### config.mk
export PLATFORM = sky130hd
export DESIGN_NAME = hotswap_connect_seq
export DESIGN_NICKNAME = d
export VERILOG_FILES = /design/src/rtl/hsc_pkg.sv /design/src/rtl/hsc_sync.sv /design/src/rtl/hsc_rail_qual.sv /design/src/rtl/hsc_bus_watch.sv /design/src/rtl/hotswap_connect_seq.sv
export SDC_FILE = /design/constraint.sdc
export NUM_CORES = 1
export LEC_CHECK = 0
export BUFFER_PORTS_ARGS = -buffer_cell sky130_fd_sc_hd__clkbuf_2
export CAP_MARGIN = 25
export CORE_MARGIN = 5
export CORE_UTILIZATION = 30
export CTS_BUF_LIST = sky130_fd_sc_hd__clkbuf_4 sky130_fd_sc_hd__clkbuf_8 sky130_fd_sc_hd__clkbuf_16
export DETAILED_ROUTE_END_ITERATION = 6
export PLACE_DENSITY = 0.42
export SLEW_MARGIN = 20
export SYNTH_ARGS = -nofsm -noshare
export SYNTH_HDL_FRONTEND = slang
export SYNTH_SLANG_ARGS = --single-unit
export TNS_END_PERCENT = 50
### constraint.sdc
create_clock -name clk -period 3.7 [get_ports clk]
set_input_delay 0.555 -clock clk [delete_from_list [all_inputs] [get_ports clk]]
set_output_delay 0.555 -clock clk [all_outputs]
set_load 0.1 [all_outputs]
### src/rtl/hsc_pkg.sv
package hsc_pkg;
  typedef enum logic [1:0] {
    ST_LOCKOUT = 2'd0,
    ST_INIT    = 2'd1,
    ST_ARMED   = 2'd2,
    ST_LINKED  = 2'd3
  } hsc_state_e;
endpackage

### src/rtl/hsc_sync.sv
module hsc_sync #(
  parameter int WIDTH  = 1,
  parameter int STAGES = 2
) (
  input  logic             clk,
  input  logic             rst_n,
  input  logic [WIDTH-1:0] d_i,
  output logic [WIDTH-1:0] q_o
);
  logic [WIDTH-1:0] stage_q [STAGES];

  always_ff @(posedge clk or negedge rst_n) begin
    if (!rst_n) begin
      for (int i = 0; i < STAGES; i++) stage_q[i] <= '0;
    end else begin
      stage_q[0] <= d_i;
      for (int i = 1; i < STAGES; i++) stage_q[i] <= stage_q[i-1];
    end
  end

  assign q_o = stage_q[STAGES-1];
endmodule

### src/rtl/hsc_rail_qual.sv
module hsc_rail_qual #(
  parameter int NUM_RAILS = 2
) (
  input  logic                 clk,
  input  logic                 rst_n,
  input  logic [NUM_RAILS-1:0] above_hi_i,
  input  logic [NUM_RAILS-1:0] below_lo_i,
  output logic                 all_ok_o
);
  logic [NUM_RAILS-1:0] ok_q;

  for (genvar r = 0; r < NUM_RAILS; r++) begin : g_rail
    always_ff @(posedge clk or negedge rst_n) begin
      if (!rst_n)             ok_q[r] <= 1'b0;
      else if (below_lo_i[r]) ok_q[r] <= 1'b0;
      else if (above_hi_i[r]) ok_q[r] <= 1'b1;
    end

    AST_RAIL_HOLD: assert property (@(posedge clk) disable iff (!rst_n)
      ok_q[r] && !below_lo_i[r] |=> ok_q[r]);
    AST_RAIL_DROP: assert property (@(posedge clk) disable iff (!rst_n)
      below_lo_i[r] |=> !ok_q[r]);
  end

  assign all_ok_o = &ok_q;
endmodule

### src/rtl/hsc_bus_watch.sv
module hsc_bus_watch #(
  parameter int IDLE_CYCLES = 14000
) (
  input  logic clk,
  input  logic rst_n,
  input  logic arm_i,
  input  logic bp_sda_i,
  input  logic bp_scl_i,
  input  logic card_sda_i,
  input  logic card_scl_i,
  output logic idle_done_o,
  output logic stop_seen_o
);
  localparam int IDLE_W = $clog2(IDLE_CYCLES + 1);
  localparam logic [IDLE_W-1:0] IDLE_LAST = IDLE_W'(IDLE_CYCLES);

  logic              all_high;
  logic [IDLE_W-1:0] idle_cnt_q;
  logic              sda_prev_q;
  logic              scl_prev_q;

  assign all_high = bp_sda_i & bp_scl_i & card_sda_i & card_scl_i;

  always_ff @(posedge clk or negedge rst_n) begin
    if (!rst_n)                     idle_cnt_q <= '0;
    else if (!arm_i || !all_high)   idle_cnt_q <= '0;
    else if (idle_cnt_q != IDLE_LAST) idle_cnt_q <= idle_cnt_q + 1'b1;
  end

  always_ff @(posedge clk or negedge rst_n) begin
    if (!rst_n) begin
      sda_prev_q <= 1'b0;
      scl_prev_q <= 1'b0;
    end else begin
      sda_prev_q <= bp_sda_i;
      scl_prev_q <= bp_scl_i;
    end
  end

  assign idle_done_o = arm_i && all_high && (idle_cnt_q == IDLE_LAST);
  assign stop_seen_o = arm_i && all_high && !sda_prev_q && scl_prev_q;

  AST_NO_OVERFLOW: assert property (@(posedge clk) disable iff (!rst_n)
    idle_cnt_q <= IDLE_LAST);
  AST_IDLE_RESTART: assert property (@(posedge clk) disable iff (!rst_n)
    !all_high |=> idle_cnt_q == '0);
endmodule

### src/rtl/hotswap_connect_seq.sv
module hotswap_connect_seq
  import hsc_pkg::*;
#(
  parameter int NUM_RAILS     = 2,
  parameter int SYNC_STAGES   = 2,
  parameter int ENABLE_CYCLES = 18000,
  parameter int IDLE_CYCLES   = 14000
) (
  input  logic                 clk,
  input  logic                 rst_n,
  input  logic [NUM_RAILS-1:0] rail_above_hi_i,
  input  logic [NUM_RAILS-1:0] rail_below_lo_i,
  input  logic                 bp_sda_i,
  input  logic                 bp_scl_i,
  input  logic                 card_sda_i,
  input  logic                 card_scl_i,
  input  logic                 accel_pin_i,
  output logic                 link_o,
  output logic                 precharge_en_o,
  output logic                 accel_en_o
);
  localparam int EN_W     = $clog2(ENABLE_CYCLES + 1);
  localparam int BUS_BITS = 5;
  localparam logic [EN_W-1:0] EN_LAST = EN_W'(ENABLE_CYCLES - 1);

  logic [NUM_RAILS-1:0] above_s, below_s;
  logic [BUS_BITS-1:0]  bus_s;
  logic                 rails_ok;
  logic                 idle_done, stop_seen;
  logic                 acc_s;
  hsc_state_e           state_q, state_d;
  logic [EN_W-1:0]      init_cnt_q;

  hsc_sync #(.WIDTH(2*NUM_RAILS), .STAGES(SYNC_STAGES)) i_rail_sync (
    .clk(clk), .rst_n(rst_n),
    .d_i({rail_above_hi_i, rail_below_lo_i}),
    .q_o({above_s, below_s})
  );

  hsc_sync #(.WIDTH(BUS_BITS), .STAGES(SYNC_STAGES)) i_bus_sync (
    .clk(clk), .rst_n(rst_n),
    .d_i({accel_pin_i, bp_sda_i, bp_scl_i, card_sda_i, card_scl_i}),
    .q_o(bus_s)
  );

  assign acc_s = bus_s[4];

  hsc_rail_qual #(.NUM_RAILS(NUM_RAILS)) i_rail_qual (
    .clk(clk), .rst_n(rst_n),
    .above_hi_i(above_s), .below_lo_i(below_s),
    .all_ok_o(rails_ok)
  );

  hsc_bus_watch #(.IDLE_CYCLES(IDLE_CYCLES)) i_bus_watch (
    .clk(clk), .rst_n(rst_n),
    .arm_i(state_q == ST_ARMED),
    .bp_sda_i(bus_s[3]), .bp_scl_i(bus_s[2]),
    .card_sda_i(bus_s[1]), .card_scl_i(bus_s[0]),
    .idle_done_o(idle_done), .stop_seen_o(stop_seen)
  );

  always_comb begin
    state_d = state_q;
    if (!rails_ok) begin
      state_d = ST_LOCKOUT;
    end else begin
      unique case (state_q)
        ST_LOCKOUT: state_d = ST_INIT;
        ST_INIT:    if (init_cnt_q == EN_LAST) state_d = ST_ARMED;
        ST_ARMED:   if (idle_done || stop_seen) state_d = ST_LINKED;
        ST_LINKED:  state_d = ST_LINKED;
        default:    state_d = ST_LOCKOUT;
      endcase
    end
  end

  always_ff @(posedge clk or negedge rst_n) begin
    if (!rst_n) state_q <= ST_LOCKOUT;
    else        state_q <= state_d;
  end

  always_ff @(posedge clk or negedge rst_n) begin
    if (!rst_n)                 init_cnt_q <= '0;
    else if (state_q != ST_INIT) init_cnt_q <= '0;
    else if (init_cnt_q != EN_LAST) init_cnt_q <= init_cnt_q + 1'b1;
  end

  assign link_o         = (state_q == ST_LINKED);
  assign accel_en_o     = link_o && acc_s;
  assign precharge_en_o = (state_q == ST_INIT) || (state_q == ST_ARMED) ||
                          (link_o && !acc_s);

  AST_LOCKOUT_QUIET: assert property (@(posedge clk) disable iff (!rst_n)
    !rails_ok |=> !link_o && !precharge_en_o && !accel_en_o);
  AST_LINK_STICKY: assert property (@(posedge clk) disable iff (!rst_n)
    link_o && rails_ok |=> link_o);
  AST_LINK_CAUSE: assert property (@(posedge clk) disable iff (!rst_n)
    $rose(link_o) |-> $past(idle_done || stop_seen));
  AST_ACCEL_NEEDS_LINK: assert property (@(posedge clk) disable iff (!rst_n)
    accel_en_o |-> link_o && !precharge_en_o);
  AST_INIT_NO_LINK: assert property (@(posedge clk) disable iff (!rst_n)
    $rose(precharge_en_o) && !link_o |-> $past(!link_o));
endmodule

==> results of run 1 <==
-- final timing paths --
check	from	endpoint	slack, ns	cells after the start
max	state_q[0]	precharge_en_o	1.53	4
min	rst_n	init_cnt_q[7]	0.26	1
max reg2reg	i_bus_watch.idle_cnt_q[8]	state_q[1]	1.63	5
min reg2reg	i_bus_sync.stage_q[9]	i_bus_sync.q_o[4]	0.35	0
max in group asynchronous	rst_n	i_bus_watch.idle_cnt_q[1]	2.64	2
min in group clk	bp_scl_i	i_bus_sync.stage_q[7]	0.35	1
-- layer usage --
metal,vias up,GRT usage [%]
li1,700,-
met1,653,12.1
met2,25,13.3
met3,3,2.59
met4,0,3.02
met5,-,0
-- cells in the final DEF (no fill, tap or decap) --
master,count
dfrtp_1,53
nor2_1,22
xor2_1,14
and2_1,13
nand2_1,13
clkbuf_2,13
nand3_1,12
xnor2_1,9
and3_1,8
ha_1,8
inv_1,7
nand4_1,5
o21ai_0,5
clkbuf_8,5
or3_1,4
a21oi_1,4
nor2b_1,2
a21boi_0,2
mux2i_1,2
nor3_1,2
a21o_1,1
or4b_4,1
nand3b_1,1
nand4b_1,1
nor4_4,1
nand2b_1,1
a21oi_2,1
nor3b_1,1
nor4b_1,1
nor4bb_1,1
nor4_1,1
or2_2,1
bufinv_16,1
inv_6,1
buf_4,1
-- cells by family (layout without fill, tap and decap cells) --
| kind of cell | after synthesis | in the layout |
|---|---|---|
| buffers and inverters | 9 | 28 |
| AOI/OAI and AO/OA | 13 | 13 |
| and+or+nand+nor | 91 | 91 |
| DFF | 53 | 53 |
| xor gates and xnor gates | 23 | 23 |
| muxes | 2 | 2 |
| adders and majority gates | 8 | 8 |
-- cell type report --
class	count	share of cell area [%]
clock buffers	5	2.70
inverters	7	1.03
flip-flops and latches	53	52.0
well taps	99	4.85
multi-input cells	137	35.1
clock inverters	2	1.52
repair buffers	14	2.84
-- flip-flops by register name, indices dropped and copies added, names as in the netlist --
| signal | flops |
|---|---|
| i_rail_qual.ok_q | 2 |
| i_bus_watch.scl_prev_q | 1 |
| i_rail_sync.stage_q | 4 |
| i_bus_sync.stage_q | 5 |
| i_bus_watch.idle_cnt_q | 14 |
| i_rail_sync.q_o | 4 |
| state_q | 2 |
| i_bus_watch.sda_prev_q | 1 |
| init_cnt_q | 15 |
| i_bus_sync.q_o | 5 |
-- metrics by stage --
stage	instances	worst slack, ns
2_1_floorplan	199	1.06
6_report	317	1.53
3_5_place_dp	310	1.62
3_3_place_gp	310	1.67
5_1_grt	317	1.40
4_1_cts	317	1.50
-- power by group through the flow --
stage | clock [mW] | combinational, mW | sequential (mW)
after global routing | 0.435 | 0.0396 | 0.601
after floorplan | 0 | 0.0143 | 0.609
after CTS | 0.409 | 0.0348 | 0.599
after global placement | 0 | 0.0352 | 0.610
final | 0.389 | 0.0329 | 0.598
after detailed placement | 0 | 0.0347 | 0.610
==> flow_summary.toml, run 1 <==
[status]
outcome = "complete, no violations"

[final_layout]
drive_above_1_share_pct = 11.5
syn2layout_area_growth_pct = 13.1
nets = 237
design_area_um2 = 2550
n_fill_cell = 763
multi_input_area_um2 = 896
n_antenna_cell = 0
fin_util_pct = 35.0
seqCellArea_um2 = 1330

[die]
start_util_pct = 30.9
core-area_um2 = 7290
die_x_um = 96.7
pin_count = 14
rows = 31
die-area_um2 = 9350
die_h_um = 96.7

[worst_setup_path]
path_class = "flip-flop to primary output"
cp.arrival_ns = 1.62
critPathTopFamily = "buffers and inverters"
critical_path.cell_chain = "inv_1 > ha_1 > a21o_1 > clkbuf_2"
worst-path-buf-inv = 2
slowest_delay_ns = 0.43
end_kind = "primary output"
worstSetupStartpointType = "flip-flop"
cp.required_ns = 3.14
cp_slowest_cell = "dfrtp_1"
path_max_fanout = 5

[clock_tree]
post_cts_buffers = 0
cts_tree = "done"
clock_latency_ns = 0.30
postCtsHoldBufs = 0
cts_buffer_depth = 2
cts.sinks = 53
ctsResizeCount = 0
h-tree-depth = 2
cts_buffers = 5
cts_root_buf = "clkbuf_8"
clk_pin_slew_ns = 0.10

[synth]
synthXorXnorAreaFrac_pct = 8.93
avgSynthCellArea_um2 = 11.3
synth-seq-cells = 53
synthTopCellsByCount = "dfrtp_1 (53), nor2_1 (22), xor2_1 (14)"
yosys_warnings = 0
synthArstFlopShare_pct = 100
syn_nets = 218
ys_seq_area_share_pct = 58.8
synth_top_family_by_area = "simple AND/OR/NAND/NOR gates"
synth_cells = 199
ys.flop_type = "dfrtp_1"
muxShareOfSynthArea_pct = 0.887
synth_top_area_share_pct = 58.8
synth-simple-area-share_pct = 22.1
synth_adder_area_share_pct = 4.44
syn_area_um2 = 2260
yosys.cell_count.top_type = "dfrtp_1"
synth_edf_count = 0
synthTopCellsByArea = "dfrtp_1 (59%), xor2_1 (5.4%), ha_1 (4.4%)"
synth_compound_area_share_pct = 3.38
yosysUniqueCellTypes = 31
synth_top_cell_by_area = "dfrtp_1"

[power]
power_density_nw_per_um2 = 400
share_comb_of_total_power_pct = 3.2
seq_power_share_pct = 58.7
power_leakage_nw = 1.15
power.total_mw = 1.02
netSwitchingPower_mw = 0.217
peakVddDrop_uv = 198
swShare_pct = 21.3
intPower_mw = 0.803
clockPowerShare_pct = 38.1

[grt]
grt_usage_pct = 8.85
antenna_found_initial = 0
grt_overflow = 0
grt_pass1_wl_um = 6940
grt_max_degree = 29
grt_pass1_vias = 1500

[drt]
vias_per_cell = 4.36
vias = 1381
wl_um = 3620
firstDrtPassIters = 4
wl_met3_um = 133
drt_iter0_drc = 66
route.met2.wl_um = 1550
routedWlPerCell_um = 11.4
top_layer_used = "met4"
met1_length_um = 1920
drc_errors = 0
antenna_left = 0

[sta]
fmax_mhz = 460
hold_viol_final = 0
finalSetupViolations = 0
slew_violations = 0
finalClockSkew_ns = 0.00494
min_period_ns = 2.17
max_slew_margin_pct = 52.4
tns_ns = 0
worst_pin_slew_ns = 0.708
hold_ws_ns = 0.260
grt_setup_unrepaired = "no"
period_share_pct = 58.7

[place]
dpl_cell_area_um2 = 2440
io_buffers = 13
place_congestion = 0.673
dp_hpwl_um = 2540

[flow_run]
drv_cap = 0

[worst_hold_path]
hp-class = "input pin to asynchronous set/reset pin"
Power figures use the tool's default switching activity.
==> inputs of run 2 (changes only) <==
ABC_AREA = 1   (was not set)
clock period = 2.2 ns   (was 3.7 ns; I/O delays follow)
==> flow_summary.toml, run 2 <==
[final_layout]
largestRegisters = "init_cnt_q (15), i_bus_watch.idle_cnt_q (14)"
nets = 296
syn2layout_area_growth_pct = 13.4
regMostFlops = "init_cnt_q"
drive_above_1_share_pct = 15.8
largest_register_ff_count = 15
final_cell_mix = "dfrtp_1 (53), nand2_1 (46), nor2_1 (40)"
final_common_cell = "dfrtp_1"
n_fill_cell = 804
n_antenna_cell = 0
fin_util_pct = 34.7

[grt]
grt_util_met3_pct = 2.41
grt_pass1_vias = 1719
grt_overflow = 0
met1_usage_pct = 12.6
grtUsageMet2_pct = 15.2
grt_max_degree = 54
grt_pass1_wl_um = 7730
grt_usage_pct = 9.65
busiest_layer = "met2"
antenna_found_initial = 0

[clock_tree]
h-tree-depth = 2
ctsResizeCount = 0
cts_root_buf = "clkbuf_8"
clk_pin_slew_ns = 0.10
cts.sinks = 53
postCtsHoldBufs = 0
cts_tree = "done"
clock_latency_ns = 0.31
cts_buffer_depth = 2
cts_buffers = 5
post_cts_buffers = 0

[die]
die_h_um = 98.6
start_util_pct = 30.6
die_x_um = 98.6
rows = 32
core-area_um2 = 7690
pin_count = 14
die-area_um2 = 9710

[synth]
syn_area_um2 = 2350
synth-seq-cells = 53
synthArstFlopShare_pct = 100
yosysUniqueCellTypes = 26
synth_edf_count = 0
synthTopCellsByArea = "dfrtp_1 (56%), nand2_1 (7.3%), nor2_1 (6.4%)"
ys.flop_type = "dfrtp_1"
synth_compound_area_share_pct = 8.30
synth_cells = 256
synth-simple-area-share_pct = 24.4
ys_seq_area_share_pct = 56.4
synthTopCellsByCount = "dfrtp_1 (53), nand2_1 (46), nor2_1 (40)"
synth_top_cell_by_area = "dfrtp_1"
avgSynthCellArea_um2 = 9.19
syn_nets = 275
synthXorXnorAreaFrac_pct = 1.49
yosys_warnings = 0
synth_top_family_by_area = "simple AND/OR/NAND/NOR gates"
yosys.cell_count.top_type = "dfrtp_1"
muxShareOfSynthArea_pct = 0
synth_adder_area_share_pct = 4.26
synth_top_area_share_pct = 56.4

[place]
io_buffers = 13
place_congestion = 0.840
dp_hpwl_um = 2940

[drt]
vias = 1602
antenna_left = 0
wl_um = 4150
drc_errors = 0
drt_iter0_drc = 50
firstDrtPassIters = 4
routedWlPerCell_um = 10.9
vias_per_cell = 4.22

[status]
outcome = "complete, no violations"

[sta]
slew_violations = 0
finalSetupViolations = 0
max_slew_margin_pct = 55.4
tns_ns = 0
period_share_pct = 91.6
min_period_ns = 2.01
finalClockSkew_ns = 0.00587
hold_viol_final = 0
worst_pin_slew_ns = 0.669
fmax_mhz = 496
grt_setup_unrepaired = "no"

[worst_hold_path]
hp-class = "input pin to flip-flop"
hold_depth = 1
hold_path_end = "i_rail_sync.stage_q[6]"
hold_start = "rail_above_hi_i[0]"

[power]
power_leakage_nw = 1.21
power_density_nw_per_um2 = 625
peakVddDrop_uv = 297

[flow_run]
drv_cap = 0

[worst_setup_path]
end_kind = "primary output"
reg2reg_to = "i_bus_watch.idle_cnt_q[12]"
rrSetupSlack_ns = 0.46
path_max_fanout = 4
r2r_start = "state_q[0]"
cp.required_ns = 1.87
worstSetupStartpointType = "flip-flop"
cp.arrival_ns = 1.68
path_class = "flip-flop to primary output"
reg2regPathDepth = 7
## run 2: logic make-up after synthesis
family	after synthesis
buf+inv	32
xor+xnor	4
flops	53
compound gates	36
simple gates	123
fa+ha+maj	8
## run 2: worst max-delay path, stage by stage (launching register included)
cell and delay, ns:
dfrtp_1 0.40, inv_1 0.11, ha_1 0.30, o21bai_4 0.11, clkbuf_2 0.46
## run 2: area by class of cell
type	instances	area, um^2	area share [%]
well taps	102	128	4.79
flip-flops and latches	53	1330	49.7
repair buffers	15	80.1	3.00
clock buffers	5	68.8	2.58
multi-input cells	171	918	34.4
inverters	31	116	4.36
clock inverters	3	28.8	1.08
## run 2: through the flow
step	hold slack (ns)	total power [mW]	std cells	instance area [um^2]	worst slack (ns)
after detailed placement	0.335	1.10	372	2570	0.412
after global routing	0.0893	1.76	380	2670	0.0776
final	0.113	1.67	380	2670	0.185
after global placement	0.332	1.10	372	2570	0.507
after floorplan	0.0344	1.06	256	2370	0.251
after CTS	0.0966	1.72	380	2670	0.145
## run 2: worst max-delay path by stage
stage,start,to,cells past startpoint
after global placement,state_q[1],precharge_en_o,4
after global routing,state_q[1],precharge_en_o,4
after detailed placement,state_q[0],i_bus_watch.idle_cnt_q[8],7
after floorplan,state_q[0],accel_en_o,3
after CTS,state_q[1],precharge_en_o,4
final,state_q[1],precharge_en_o,4
## run 2: where the power goes
group	switching (mW)	internal, mW	total (mW)
Sequential	0.00916	0.997	1.01
Combinational	0.0498	0.0217	0.0715
Clock	0.352	0.239	0.590
Total	0.411	1.26	1.67
## run 2: metal layers
metal  vias to the layer above  wire length, um
met3                         9              120
met2                        14             1910
met1                       726             2040
li1                        853                -
met4                         0               79
met5                         -                0
==> inputs of run 3 (changes only) <==
==> constraint.sdc (replaced) <==
create_clock -name clk -period 2.2 [get_ports clk]
set_input_delay 0.11 -clock clk [delete_from_list [all_inputs] [get_ports clk]]
set_output_delay 0.11 -clock clk [all_outputs]
set_load 0.1 [all_outputs]
==> flow_summary.toml, run 3 (same netlist as run 2, synthesis figures left out) <==
[worst_setup_path]
reg2regPathDepth = 7
rrSetupSlack_ns = 0.45
critical_path.cell_chain = "inv_1 > ha_1 > o21bai_4 > clkbuf_2"
end_kind = "primary output"
slowest_delay_ns = 0.46
path_max_fanout = 4
r2r_start = "state_q[0]"
cp_slowest_cell = "clkbuf_2"
crit_end = "precharge_en_o"
cp.arrival_ns = 1.69
crit_path_start = "state_q[1]"
cp.required_ns = 2.09
reg2reg_to = "i_bus_watch.idle_cnt_q[4]"
worstSetupStartpointType = "flip-flop"
path_class = "flip-flop to primary output"

[drt]
routedWlPerCell_um = 11.0
firstDrtPassIters = 5
vias = 1666
drt_iter0_drc = 74
wl_um = 4280
vias_per_cell = 4.27
drc_errors = 0
antenna_left = 0

[power]
seq_power_share_pct = 56.3
share_comb_of_total_power_pct = 4.8
peakVddDrop_uv = 302
netSwitchingPower_mw = 0.407
clockPowerShare_pct = 38.9
swShare_pct = 22.8
intPower_mw = 1.38
power_density_nw_per_um2 = 641
power_leakage_nw = 1.27
power.total_mw = 1.79

[sta]
finalSetupViolations = 0
grt_setup_unrepaired = "no"
fmax_mhz = 556
min_period_ns = 1.80
max_slew_margin_pct = 63.8
worst_pin_slew_ns = 0.543
worst_slack_ns = 0.400
period_share_pct = 81.8
hold_ws_ns = 0.307
hold_viol_final = 0
slew_violations = 0
finalClockSkew_ns = 0.0169
tns_ns = 0

[grt]
grt_overflow = 0
grt_max_degree = 20
grt_pass1_vias = 1649
antenna_found_initial = 0
grt_pass1_wl_um = 7670
grt_usage_pct = 9.67

[final_layout]
n_antenna_cell = 0
nets = 306
layoutNonFillerInstCount = 390
final_common_cell = "dfrtp_1"
fin_util_pct = 36.2
syn2layout_area_growth_pct = 18.4
regMostFlops = "init_cnt_q"
final_cell_mix = "dfrtp_1 (53), nand2_1 (46), nor2_1 (40)"
drive_above_1_share_pct = 14.9
largest_register_ff_count = 15
n_fill_cell = 781
design_area_um2 = 2790
largestRegisters = "init_cnt_q (15), i_bus_watch.idle_cnt_q (14)"

[die]
die-area_um2 = 9710
die_h_um = 98.6
core-area_um2 = 7690
start_util_pct = 30.6
pin_count = 14
die_x_um = 98.6
rows = 32

[clock_tree]
cts.sinks = 53
h-tree-depth = 2
ctsResizeCount = 0
cts_buffer_depth = 2
clock_latency_ns = 0.31
cts_tree = "done"
cts_root_buf = "clkbuf_8"
clk_pin_slew_ns = 0.10
cts_buffers = 5

[status]
outcome = "complete, no violations"

[flow_run]
drv_cap = 0

[worst_hold_path]
hp-class = "input pin to asynchronous set/reset pin"

[place]
io_buffers = 13
place_congestion = 0.806
dp_slack_ns = 0.443
dp_hpwl_um = 3100
dpl_cell_area_um2 = 2570
place_inst = 372
-- run 3: cell type report --
| cell class | instances | area, um^2 | share of cell area [%] |
|---|---|---|---|
| flip-flops and latches | 53 | 1330 | 47.6 |
| clock inverters | 3 | 50.0 | 1.80 |
| clock buffers | 5 | 68.8 | 2.47 |
| multi-input cells | 171 | 916 | 32.9 |
| inverters | 31 | 116 | 4.18 |
| repair buffers | 25 | 180 | 6.47 |
| well taps | 102 | 128 | 4.58 |
-- run 3: critical path: cells and delay by family (launching register included) --
| kind | cells | cell delay [ns] |
|---|---|---|
| AOI/OAI and AO/OA | 1 | 0.11 |
| adders and majority gates | 1 | 0.30 |
| DFF | 1 | 0.41 |
| buffers and inverters | 2 | 0.56 |
-- run 3: repair_timing --
item                                    CTS  global route
endpoints found under the setup margin    0             0
endpoints found under the hold margin    26             0
setup buffers                             0             0
hold buffers                             10             0
-- run 3: metal layers --
layer	global-route usage [%]	part of all wire, %	vias up	wire length, um
met4	3.15	0.94	0	40
li1	-	-	872	-
met5	0	0	-	0
met1	13.3	50	772	2140
met3	2.55	3.4	2	146
met2	14.9	46	20	1950
-- run 3: worst min path at each step --
stage                from                end  cells past startpoint
floorplan           rst_n  i_bus_sync.q_o[0]                      0
global placement    rst_n      init_cnt_q[5]                      1
detailed placement  rst_n      init_cnt_q[5]                      1
CTS                 rst_n      init_cnt_q[5]                      2
global route        rst_n      init_cnt_q[5]                      2
finish              rst_n      init_cnt_q[5]                      2
-- run 3: power by group through the flow --
stage / Combinational [mW] / Clock [mW] / Sequential, mW
3_3_place_gp: 0.0763 / 0 / 1.03
6_report: 0.0862 / 0.694 / 1.01
3_5_place_dp: 0.0756 / 0 / 1.03
2_1_floorplan: 0.0367 / 0 / 1.02
4_1_cts: 0.0895 / 0.721 / 1.01
5_1_grt: 0.100 / 0.753 / 1.01
